<file path="src/rtl/dpx_pkg.sv">
package dpx_pkg;
  localparam int NIB_W = 4;
  localparam int OPC_W = 2 * NIB_W;
  localparam int SEL_W = 2;

  typedef enum logic [3:0] {
    K_NOP, K_LDZ, K_LHI, K_INC, K_DEC, K_A2L, K_L2A, K_XAH, K_XAW, K_XHS, K_XLS
  } kind_e;
endpackage

</file>
<file path="src/rtl/dpx_decode.sv">
module dpx_decode
  import dpx_pkg::*;
(
  input  logic             vld,
  input  logic [OPC_W-1:0] opc,
  output kind_e            kind,
  output logic [NIB_W-1:0] imm,
  output logic [SEL_W-1:0] sel
);
  always_comb begin
    imm  = opc[NIB_W-1:0];
    sel  = opc[SEL_W-1:0];
    kind = K_NOP;
    if (vld) begin
      casez (opc)
        8'b1000_????: kind = K_LDZ;
        8'b0100_????: kind = K_LHI;
        8'b1111_1100: kind = K_INC;
        8'b1111_1101: kind = K_DEC;
        8'b1111_1110: kind = K_A2L;
        8'b1111_0000: kind = K_L2A;
        8'b0010_0011: kind = K_XAH;
        8'b1110_10??: kind = K_XAW;
        8'b1110_010?: kind = K_XHS;
        8'b1110_011?: kind = K_XLS;
        default:      kind = K_NOP;
      endcase
    end
  end
endmodule

</file>
<file path="src/rtl/dpx_bank.sv">
module dpx_bank
  import dpx_pkg::*;
#(
  parameter int NUM_WR   = 4,
  parameter int NUM_SAVE = 2
) (
  input  logic                           clk,
  input  logic                           rst_n,
  input  kind_e                          kind,
  input  logic [SEL_W-1:0]               sel,
  input  logic [NIB_W-1:0]               acc,
  input  logic [NIB_W-1:0]               dph,
  input  logic [NIB_W-1:0]               dpl,
  output logic [NUM_WR-1:0][NIB_W-1:0]   wr_q,
  output logic [NUM_SAVE-1:0][NIB_W-1:0] hs_q,
  output logic [NUM_SAVE-1:0][NIB_W-1:0] ls_q,
  output logic [NIB_W-1:0]               wr_sel,
  output logic [NIB_W-1:0]               hs_sel,
  output logic [NIB_W-1:0]               ls_sel
);
  localparam int WSEL_W = $clog2(NUM_WR);
  localparam int SSEL_W = $clog2(NUM_SAVE);

  logic [WSEL_W-1:0] widx;
  logic [SSEL_W-1:0] sidx;

  assign widx   = sel[WSEL_W-1:0];
  assign sidx   = sel[SSEL_W-1:0];
  assign wr_sel = wr_q[widx];
  assign hs_sel = hs_q[sidx];
  assign ls_sel = ls_q[sidx];

  for (genvar g = 0; g < NUM_WR; g++) begin : g_wr
    always_ff @(posedge clk) begin
      if (!rst_n)                                         wr_q[g] <= '0;
      else if (kind == K_XAW && widx == WSEL_W'(g))       wr_q[g] <= acc;
    end

    AST_WR_TAKES_ACC: assert property (@(posedge clk) disable iff (!rst_n)
      (kind == K_XAW && widx == WSEL_W'(g)) |=> wr_q[g] == $past(acc));
    AST_WR_OTHERS_HOLD: assert property (@(posedge clk) disable iff (!rst_n)
      (kind == K_XAW && widx != WSEL_W'(g)) |=> $stable(wr_q[g]));
  end

  for (genvar g = 0; g < NUM_SAVE; g++) begin : g_sv
    always_ff @(posedge clk) begin
      if (!rst_n)                                         hs_q[g] <= '0;
      else if (kind == K_XHS && sidx == SSEL_W'(g))       hs_q[g] <= dph;
    end
    always_ff @(posedge clk) begin
      if (!rst_n)                                         ls_q[g] <= '0;
      else if (kind == K_XLS && sidx == SSEL_W'(g))       ls_q[g] <= dpl;
    end

    AST_HS_TAKES_PTR: assert property (@(posedge clk) disable iff (!rst_n)
      (kind == K_XHS && sidx == SSEL_W'(g)) |=> hs_q[g] == $past(dph));
    AST_LS_TAKES_PTR: assert property (@(posedge clk) disable iff (!rst_n)
      (kind == K_XLS && sidx == SSEL_W'(g)) |=> ls_q[g] == $past(dpl));
  end
endmodule

</file>
<file path="src/rtl/dpx_ptr.sv">
module dpx_ptr
  import dpx_pkg::*;
(
  input  logic             clk,
  input  logic             rst_n,
  input  kind_e            kind,
  input  logic [NIB_W-1:0] imm,
  input  logic [NIB_W-1:0] wr_sel,
  input  logic [NIB_W-1:0] hs_sel,
  input  logic [NIB_W-1:0] ls_sel,
  output logic [NIB_W-1:0] dph_q,
  output logic [NIB_W-1:0] dpl_q,
  output logic [NIB_W-1:0] acc_q,
  output logic             zf_q
);
  logic [NIB_W-1:0] inc_v, dec_v;

  assign inc_v = dpl_q + NIB_W'(1);
  assign dec_v = dpl_q - NIB_W'(1);

  always_ff @(posedge clk) begin
    if (!rst_n) begin
      dph_q <= '0;
      dpl_q <= '0;
      acc_q <= '0;
      zf_q  <= 1'b0;
    end else begin
      case (kind)
        K_LDZ: begin dph_q <= '0; dpl_q <= imm; end
        K_LHI: dph_q <= imm;
        K_INC: begin dpl_q <= inc_v; zf_q <= (inc_v == '0); end
        K_DEC: begin dpl_q <= dec_v; zf_q <= (dec_v == '0); end
        K_A2L: dpl_q <= acc_q;
        K_L2A: begin acc_q <= dpl_q; zf_q <= (dpl_q == '0); end
        K_XAH: begin acc_q <= dph_q; dph_q <= acc_q; end
        K_XAW: acc_q <= wr_sel;
        K_XHS: dph_q <= hs_sel;
        K_XLS: dpl_q <= ls_sel;
        default: ;
      endcase
    end
  end

  AST_LDZ_LOAD: assert property (@(posedge clk) disable iff (!rst_n)
    kind == K_LDZ |=> dph_q == '0 && dpl_q == $past(imm));
  AST_LHI_KEEPS_LOW: assert property (@(posedge clk) disable iff (!rst_n)
    kind == K_LHI |=> dph_q == $past(imm) && $stable(dpl_q));
  AST_INC_WRAP: assert property (@(posedge clk) disable iff (!rst_n)
    kind == K_INC |=> dpl_q == $past(dpl_q) + NIB_W'(1) && zf_q == (dpl_q == '0));
  AST_DEC_WRAP: assert property (@(posedge clk) disable iff (!rst_n)
    kind == K_DEC |=> dpl_q == $past(dpl_q) - NIB_W'(1) && zf_q == (dpl_q == '0));
  AST_A2L_FLAG_HOLD: assert property (@(posedge clk) disable iff (!rst_n)
    kind == K_A2L |=> $stable(zf_q) && dpl_q == $past(acc_q));
  AST_L2A_FLAG: assert property (@(posedge clk) disable iff (!rst_n)
    kind == K_L2A |=> acc_q == $past(dpl_q) && zf_q == (acc_q == '0));
  AST_XAH_SWAP: assert property (@(posedge clk) disable iff (!rst_n)
    kind == K_XAH |=> acc_q == $past(dph_q) && dph_q == $past(acc_q));
  AST_IDLE_HOLD: assert property (@(posedge clk) disable iff (!rst_n)
    kind == K_NOP |=> $stable(dph_q) && $stable(dpl_q) && $stable(acc_q) && $stable(zf_q));
endmodule

</file>
<file path="src/rtl/dpx_unit.sv">
module dpx_unit
  import dpx_pkg::*;
#(
  parameter int NUM_WR   = 4,
  parameter int NUM_SAVE = 2
) (
  input  logic                      clk,
  input  logic                      rst_n,
  input  logic                      op_valid,
  output logic                      op_ready,
  input  logic [OPC_W-1:0]          op_code,
  output logic [NIB_W-1:0]          ptr_hi_o,
  output logic [NIB_W-1:0]          ptr_lo_o,
  output logic [NIB_W-1:0]          acc_o,
  output logic                      zero_o,
  output logic [NUM_WR*NIB_W-1:0]   work_o,
  output logic [NUM_SAVE*NIB_W-1:0] hsave_o,
  output logic [NUM_SAVE*NIB_W-1:0] lsave_o
);
  kind_e                           kind;
  logic [NIB_W-1:0]                imm;
  logic [SEL_W-1:0]                sel;
  logic [NUM_WR-1:0][NIB_W-1:0]    wr_q;
  logic [NUM_SAVE-1:0][NIB_W-1:0]  hs_q, ls_q;
  logic [NIB_W-1:0]                wr_sel, hs_sel, ls_sel;

  assign op_ready = 1'b1;

  dpx_decode u_dec (
    .vld  (op_valid & op_ready),
    .opc  (op_code),
    .kind (kind),
    .imm  (imm),
    .sel  (sel)
  );

  dpx_ptr u_ptr (
    .clk    (clk),
    .rst_n  (rst_n),
    .kind   (kind),
    .imm    (imm),
    .wr_sel (wr_sel),
    .hs_sel (hs_sel),
    .ls_sel (ls_sel),
    .dph_q  (ptr_hi_o),
    .dpl_q  (ptr_lo_o),
    .acc_q  (acc_o),
    .zf_q   (zero_o)
  );

  dpx_bank #(.NUM_WR(NUM_WR), .NUM_SAVE(NUM_SAVE)) u_bank (
    .clk    (clk),
    .rst_n  (rst_n),
    .kind   (kind),
    .sel    (sel),
    .acc    (acc_o),
    .dph    (ptr_hi_o),
    .dpl    (ptr_lo_o),
    .wr_q   (wr_q),
    .hs_q   (hs_q),
    .ls_q   (ls_q),
    .wr_sel (wr_sel),
    .hs_sel (hs_sel),
    .ls_sel (ls_sel)
  );

  assign work_o  = wr_q;
  assign hsave_o = hs_q;
  assign lsave_o = ls_q;

  AST_XAW_ACC: assert property (@(posedge clk) disable iff (!rst_n)
    (op_valid && op_code[7:2] == 6'b1110_10) |=> acc_o == $past(wr_sel));
  AST_XLS_PTR: assert property (@(posedge clk) disable iff (!rst_n)
    (op_valid && op_code[7:1] == 7'b1110_011) |=> ptr_lo_o == $past(ls_sel));
endmodule

</file>
<file path="config.mk">
export PLATFORM = sky130hd
export DESIGN_NAME = dpx_unit
export DESIGN_NICKNAME = d
export VERILOG_FILES = /design/src/rtl/dpx_pkg.sv /design/src/rtl/dpx_decode.sv /design/src/rtl/dpx_bank.sv /design/src/rtl/dpx_ptr.sv /design/src/rtl/dpx_unit.sv
export SDC_FILE = /design/constraint.sdc
export NUM_CORES = 1
export LEC_CHECK = 0
export ABC_AREA = 1
export BUFFER_PORTS_ARGS = -buffer_cell sky130_fd_sc_hd__buf_2
export CORE_ASPECT_RATIO = 1.5
export CORE_UTILIZATION = 59
export CTS_CLUSTER_SIZE = 12
export DETAILED_ROUTE_END_ITERATION = 8
export PLACE_DENSITY = 0.93
export SETUP_SLACK_MARGIN = 0.15
export SLEW_MARGIN = 10
export SYNTH_ARGS = -nofsm -noshare
export SYNTH_HDL_FRONTEND = slang
export SYNTH_SLANG_ARGS = --single-unit
</file>
<file path="constraint.sdc">
create_clock -name clk -period 4.6 [get_ports clk]
set_clock_uncertainty 0.2 [all_clocks]
set_input_delay 0.69 -clock clk [delete_from_list [all_inputs] [get_ports clk]]
set_output_delay 0.69 -clock clk [all_outputs]
set_load 0.005 [all_outputs]
</file>
==> key figures, run 1 <==
Layout
  • Finished Core Util: between 70% and 80%
  • # diodes: 0
  • Synth-to-layout area growth: 13.4%
  • Layout Nets: around 480
  • Layout cells sized above 1: roughly a quarter

Routing
  • Wirelength per Cell: ~14 um
  • Total vias in the final route: between 2000 and 3000
  • Initial DRC Count: roughly 160
  • Post-route DRC: 0
  • WL final: between 7000 and 8000 um
  • Drt first pass iters: 4
  • Antenna-violating nets left: 0
  • Vias per inst: 5.42

Setup path
  • Most used cell, CP: nor2_2
  • Worst EP arrival: roughly 2.7 ns
  • CP cell instances: buf_2 > nand2_4 > inv_2 > nand2_1 > nor2_2 > nor2_2 > nand3_2 > nand4_2 > nor2_2 > nand2_1 > nand3_1 > nor2_1 > nor2_1
  • Reg-to-Reg Start: u_ptr.dpl_q[0]
  • Top Family by Delay on Critical Path: simple AND/OR/NAND/NOR gates
  • CP bufs+invs: 2
  • Crit path launch type: input pin
  • Setup crit end kind: flip-flop
  • WS Path Type: in2reg
  • Setup crit start: op_code[0]
  • Crit-path max FO: 19
  • Worst EP required: ~4.6 ns
  • Max incr delay on CP: roughly 0.4 ns
  • Crit-path slowest cell: nor2_2

Synth
  • Synth Instances: about 420
  • Mean Syn Cell Area: between 6 and 7 um2
  • Synthesized cell area: ~2800 um2
  • Area contributors post-synth: dfxtp_1 32%, nand2_1 13%, nor2_1 6.9%, a21oi_1 6.6%, nand3_1 6.6%
  • Count leader, synth: nand2_1
  • Synth top area share: a little under a third
  • Post-synth top area cell: dfxtp_1
  • Predominant post-synthesis flop cell: dfxtp_1
  • Share of flip-flops with an asynchronous set or reset: 0%
  • Post-synth net total: 434
  • Post-synth EDFFs: 0
  • Distinct cells, synth: 33
  • FF+latch count, synth: 45
  • Ys Warns: 0
  • Sequential element share of the synthesized area: 31.9%
  • Most frequent cells after synthesis: 96 x nand2_1, 52 x nor2_1, 45 x dfxtp_1, 37 x a21oi_1, 37 x nand3_1

Job
  • Max-cap viol count: 0

STA
  • RSZ-0062 raised after global routing: no
  • Tmin final: roughly 2.6 ns
  • Final period utilization: between 50 and 60%
  • Post-route worst setup slack: between 1.5 and 2 ns
  • Final Setup Violations: 0
  • Fmax: ~380 MHz
  • Slew Limit Fails: 0
  • Hold Violations, Final: 0
  • Measured slew at the worst slew-check pin: 0.606 ns
  • Slew headroom: between 50 and 60%
  • Fin Setup TNS: 0 ns

Die
  • Die H: roughly 87 um
  • FP Rows: 30
  • Width of the die: 58.5 um
  • Core ar.: 4540 um2
  • Initial core utilization: 62.2%
  • Die Footprint: 5070 um2
  • Ports: between 50 and 60

CTS
  • Clk_lat worst skew: 0.30 ns
  • CTS tree: built
  • Inserted Clock Buffers: 5
  • H-tree depth: 2
  • CTS Hold Bufs: 0
  • Clk slew on worst S/H paths: roughly 0.080 ns
  • Num Clock Sinks: 45
  • CTS max path bufs: 2
  • Root buffer cell: clkbuf_8
  • Post-cts resize count: 0
  • Post-CTS setup buffer count: 0

Placement
  • PortBufs: between 50 and 60
  • Placed wire-length estimate: about 5600 um
  • Placer's final routability congestion estimate: 0.937
  • Pre-CTS setup slack: approximately 1.7 ns

Power and ir drop
  • Max VDD drop: 278 uV
  • P_leak: 1.64 nW
  • Pwr Density: about 230 nW/um2

Global route
  • Gr ovfl total: 0
  • Vias in the first global route: 2659
  • Largest net degree at the start of global routing: 39
  • First-pass GRT wire length: approximately 12000 um
  • Global-route usage over all layers: between 20 and 30%
  • Initial antenna violation count: 0

Min path
  • Hold wc startpoint: u_bank.hs_q[3]
  • Min-Delay Path Class: reg2reg

Outcome
  • Status: complete, no violations
## placed cells by master (no fill, tap or decap), drive strengths merged, types with 4 or more instances in the layout
cell    count
a21oi      38
nand3      41
clkbuf      6
buf        55
o21ai      43
nand4       4
inv        40
dfxtp      45
a22oi       4
nor2       72
ha          4
nand2     107
## stage by stage
| step | hold slack, ns | cells | total power (W) | instance area, um2 |
|---|---|---|---|---|
| after global routing | 0.310 | 533 | 0.000749 | 3200 |
| after global placement | 0.248 | 526 | 0.000479 | 3110 |
| final | 0.261 | 533 | 0.000727 | 3200 |
| after detailed placement | 0.250 | 526 | 0.000481 | 3110 |
| after floorplan | 0.255 | 419 | 0.000460 | 2820 |
| after CTS | 0.263 | 533 | 0.000723 | 3200 |
## flip-flops by register name (all words and copies together) (netlist names)
name	count
u_bank.hs_q	8
u_ptr.zf_q	1
u_bank.wr_q	16
u_ptr.dph_q	4
u_ptr.dpl_q	4
u_bank.ls_q	8
u_ptr.acc_q	4
## power breakdown
part           switching [W]  internal (W)
registers         0.00000505      0.000392
logic              0.0000539     0.0000213
clock network       0.000135      0.000119
## worst reg2reg max path, stage by stage (launching register included)
cell,delay [ns]
dfxtp_1,0.47
inv_1,0.19
ha_1,0.25
xnor2_1,0.21
nand2_1,0.09
nor2_1,0.10
nand2_1,0.06
nand3_1,0.10
nor2_1,0.05
nor2_1,0.08
## area by class of cell
class / count / area, um2
clock buffer: 6 / 82.6
clock inverter: 1 / 7.51
fill: 433 / 1340
inverter: 40 / 163
multi-input combinational: 322 / 1690
sequential: 45 / 901
tap: 64 / 80.1
timing repair buffer: 55 / 275
## layer usage
metal / vias up / track usage (%) / wire (um) / share of wire [%]
met5: - / 0 / 0 / 0
met4: 0 / 14.1 / 216 / 3.0
met3: 18 / 4.18 / 294 / 4.1
met2: 87 / 52.4 / 3760 / 52
met1: 1315 / 34.9 / 2960 / 41
li1: 1468 / - / - / -
## logic make-up after synthesis
family / count (synthesis) / share of synthesized area (%)
AOI/OAI and AO/OA: 88 / 16.6
xor gates and xnor gates: 4 / 1.24
adders and majority gates: 4 / 1.77
buffers and inverters: 52 / 8.15
DFF: 45 / 31.9
other: 1 / 0.133
and+or+nand+nor: 225 / 40.2
## final timing paths
| check | end | slack, ns | cells after the start |
|---|---|---|---|
| setup / recovery | u_ptr.dpl_q[3] | 1.97 | 13 |
| hold / removal | u_bank.hs_q[3] | 0.26 | 2 |
| setup reg to reg | u_ptr.zf_q | 2.75 | 9 |
| hold reg to reg | u_bank.hs_q[3] | 0.26 | 2 |
Power figures use the tool's default switching activity.
==> inputs of run 2 (changes only) <==
--- a/config.mk
+++ b/config.mk
@@ -8,10 +8,10 @@
 export ABC_AREA = 1
 export BUFFER_PORTS_ARGS = -buffer_cell sky130_fd_sc_hd__buf_2
 export CORE_ASPECT_RATIO = 1.5
-export CORE_UTILIZATION = 59
+export CORE_UTILIZATION = 55
 export CTS_CLUSTER_SIZE = 12
 export DETAILED_ROUTE_END_ITERATION = 8
-export PLACE_DENSITY = 0.93
+export PLACE_DENSITY = 0.88
 export SETUP_SLACK_MARGIN = 0.15
 export SLEW_MARGIN = 10
 export SYNTH_ARGS = -nofsm -noshare
==> constraint.sdc (replaced) <==
create_clock -name clk -period 2.7 [get_ports clk]
set_clock_uncertainty 0.2 [all_clocks]
set_input_delay 0.405 -clock clk [delete_from_list [all_inputs] [get_ports clk]]
set_output_delay 0.405 -clock clk [all_outputs]
set_load 0.005 [all_outputs]
==> run 2 against run 1 <==
- via count is 0.80% higher
- critical path depth is 3 higher
- clock-buffer cell count stayed put
- die area is 7.1% higher
- worst hold slack better by 0.0044 ns
- global-route usage is 0.96 points lower
- register-to-register slack worse by 1.8 ns
- combinational power is 70% higher
==> key figures, run 2 (same netlist as run 1, synthesis figures left out) <==
Placement
  • Placed cell areas: 3120 um2 (was 3110 um2)
  • Placer's final routability congestion estimate: 0.932 (was 0.937)
  • Pre-CTS setup slack: 0.178 ns (was 1.68 ns)
  • PortBufs: 55 (unchanged)
  • Placed wire-length estimate: 5630 um (was 5620 um)

STA
  • Final period utilization: 84.9%
  • RSZ-0062 raised after global routing: no (unchanged)
  • Post-route worst setup slack: 0.409 ns (was 1.97 ns)
  • Fin Setup TNS: 0 ns (unchanged)
  • Slew Limit Fails: 0 (unchanged)
  • Measured slew at the worst slew-check pin: 0.616 ns (was 0.606 ns)
  • Slew headroom: 58.9% (was 59.6%)
  • Fmax: about 440 MHz
  • Tmin final: 2.29 ns
  • Hold Violations, Final: 0 (unchanged)
  • Hold WS: 0.265 ns (was 0.261 ns)
  • Final Setup Violations: 0 (unchanged)

CTS
  • CTS max path bufs: 2 (unchanged)
  • Clk slew on worst S/H paths: 0.08 ns (about the same)
  • CTS Hold Bufs: 0 (unchanged)
  • Inserted Clock Buffers: 5 (unchanged)
  • Clk_lat worst skew: 0.30 ns (about the same)
  • CTS tree: built (unchanged)
  • H-tree depth: 2 (unchanged)
  • Root buffer cell: clkbuf_8 (unchanged)
  • Post-CTS setup buffer count: 0 (unchanged)
  • Num Clock Sinks: 45 (unchanged)
  • Post-cts resize count: 0 (unchanged)

Job
  • Max-cap viol count: 0 (unchanged)

Setup path
  • Worst EP arrival: 2.33 ns (was 2.67 ns)
  • Worst EP required: 2.74 ns (was 4.64 ns)
  • Crit path launch type: input pin (unchanged)
  • Crit-path max FO: 13 (was 19)
  • Setup crit end kind: flip-flop (unchanged)
  • WS Path Type: in2reg (unchanged)

Layout
  • Commonest non-fill, non-tap cell in the layout: nand2_1 (unchanged)
  • Largest regs: u_bank.wr_q: 16 flops, u_bank.hs_q: 8 flops, u_bank.ls_q: 8 flops (unchanged)
  • Layout Nets: 485 (was 484)
  • Register with the most flip-flops: u_bank.wr_q (unchanged)
  • Post-layout instance area: 3210 um2 (was 3200 um2)
  • Filler cell count: 486 (was 433)
  • Layout cells sized above 1: 23.8% (was 23.7%)
  • Synth-to-layout area growth: 13.7% (was 13.4%)
  • Max FFs per register: 16 (unchanged)
  • Commonest cells after routing, fill and taps aside: 96 x nand2_1, 55 x buf_2, 52 x nor2_1, 45 x dfxtp_1 (unchanged)
  • # diodes: 0 (unchanged)

Routing
  • Wirelength per Cell: 13.6 um (about the same)
  • Vias per inst: 5.43 (was 5.42)
  • Drt first pass iters: 4 (unchanged)
  • Total vias in the final route: 2911 (was 2888)
  • Initial DRC Count: 175 (was 157)
  • Post-route DRC: 0 (unchanged)
  • WL final: 7280 um (was 7230 um)
  • Antenna-violating nets left: 0 (unchanged)

Die
  • Core ar.: 4890 um2 (was 4540 um2)
  • FP Rows: 31 (was 30)
  • Die Footprint: 5430 um2 (was 5070 um2)
  • Die H: 89.8 um (was 86.7 um)
  • Ports: 57 (unchanged)
  • Initial core utilization: 57.8% (was 62.2%)
  • Width of the die: 60.5 um (was 58.5 um)

Global route
  • Vias in the first global route: 2794 (was 2659)
  • Largest net degree at the start of global routing: 39 (unchanged)
  • Initial antenna violation count: 0 (unchanged)
  • Gr ovfl total: 0 (unchanged)
  • First-pass GRT wire length: 12200 um (was 11700 um)
  • Global-route usage over all layers: 28.8% (was 29.8%)

Outcome
  • Status: complete, no violations (unchanged)

Power and ir drop
  • Pwr Density: 385 nW/um2 (was 227 nW/um2)
  • P_sw: 0.000328 W (was 0.000194 W)
  • Seq pwr share: 54.8% (was 54.7%)
  • Int Power: 0.000908 W (was 0.000533 W)
  • Sw frac: 26.5% (was 26.7%)
  • P_leak: 1.64 nW (about the same)
  • Comb power frac: 10.3% (about the same)
  • Clk pwr share: 34.9% (was 35.0%)
  • Max VDD drop: 327 uV (was 278 uV)

Min path
  • Min-Delay Path Class: reg2reg (unchanged)
run 2: cell types whose count changed in the layout (fill, tap and decap cells not counted):
cell | previous run | this run
buf_4 | 0 | 1
run 2: path summary, 6_finish.rpt:
check	start	end	slack, ns	cells past startpoint
worst max-delay path	op_code[1]	u_ptr.dpl_q[3]	0.41	16
worst min-delay path	u_bank.hs_q[0]	u_bank.hs_q[0]	0.26	2
worst max register to register	u_ptr.dpl_q[0]	u_ptr.zf_q	0.92	9
worst min register to register	u_bank.hs_q[0]	u_bank.hs_q[0]	0.26	2
run 2: area by class of cell:
type	instances	area, um2	area share, %
repair buffers	56	283	8.80
multi-input cells	322	1690	52.7
inverters	40	163	5.06
flip-flops and latches	45	901	28.0
clock buffers	6	82.6	2.57
well taps	66	82.6	2.57
clock inverters	1	7.51	0.234
run 2: layer usage:
layer	wire [um]	part of all wire, %	track usage, %	up-vias
met5	0	0	0	-
met4	248	3.4	14.4	0
met3	351	4.8	4.60	26
met2	3690	51	47.4	104
met1	2990	41	34.9	1312
li1	-	-	-	1469
run 2: power groups by stage:
stage | clock network (W) | logic [W] | registers, W
global route | 0.000465 | 0.000142 | 0.000679
detailed placement | 0 | 0.000126 | 0.000693
global placement | 0 | 0.000123 | 0.000693
floorplan | 0 | 0.0000937 | 0.000690
finish | 0.000431 | 0.000128 | 0.000678
CTS | 0.000436 | 0.000127 | 0.000677
run 2: critical path: stages:
cell and delay (ns):
buf_2 0.19, inv_2 0.16, nand2_4 0.09, inv_2 0.10, nand3_1 0.09, nand2_1 0.13
nor2_1 0.09, nor2_4 0.25, nand3_1 0.22, nand2_1 0.11, inv_1 0.05, nand2_2 0.13
inv_2 0.06, nand2_1 0.06, nand2_1 0.06, nor2_1 0.13
run 2: metrics by stage:
| stage | std cells | util, % | total power (W) |
|---|---|---|---|
| floorplan | 419 | - | 0.000784 |
| global placement | 529 | 63.9 | 0.000817 |
| detailed placement | 529 | 63.9 | 0.000819 |
| CTS | 536 | 65.7 | 0.00124 |
| global route | 536 | 65.7 | 0.00129 |
| finish | 536 | 65.7 | 0.00124 |
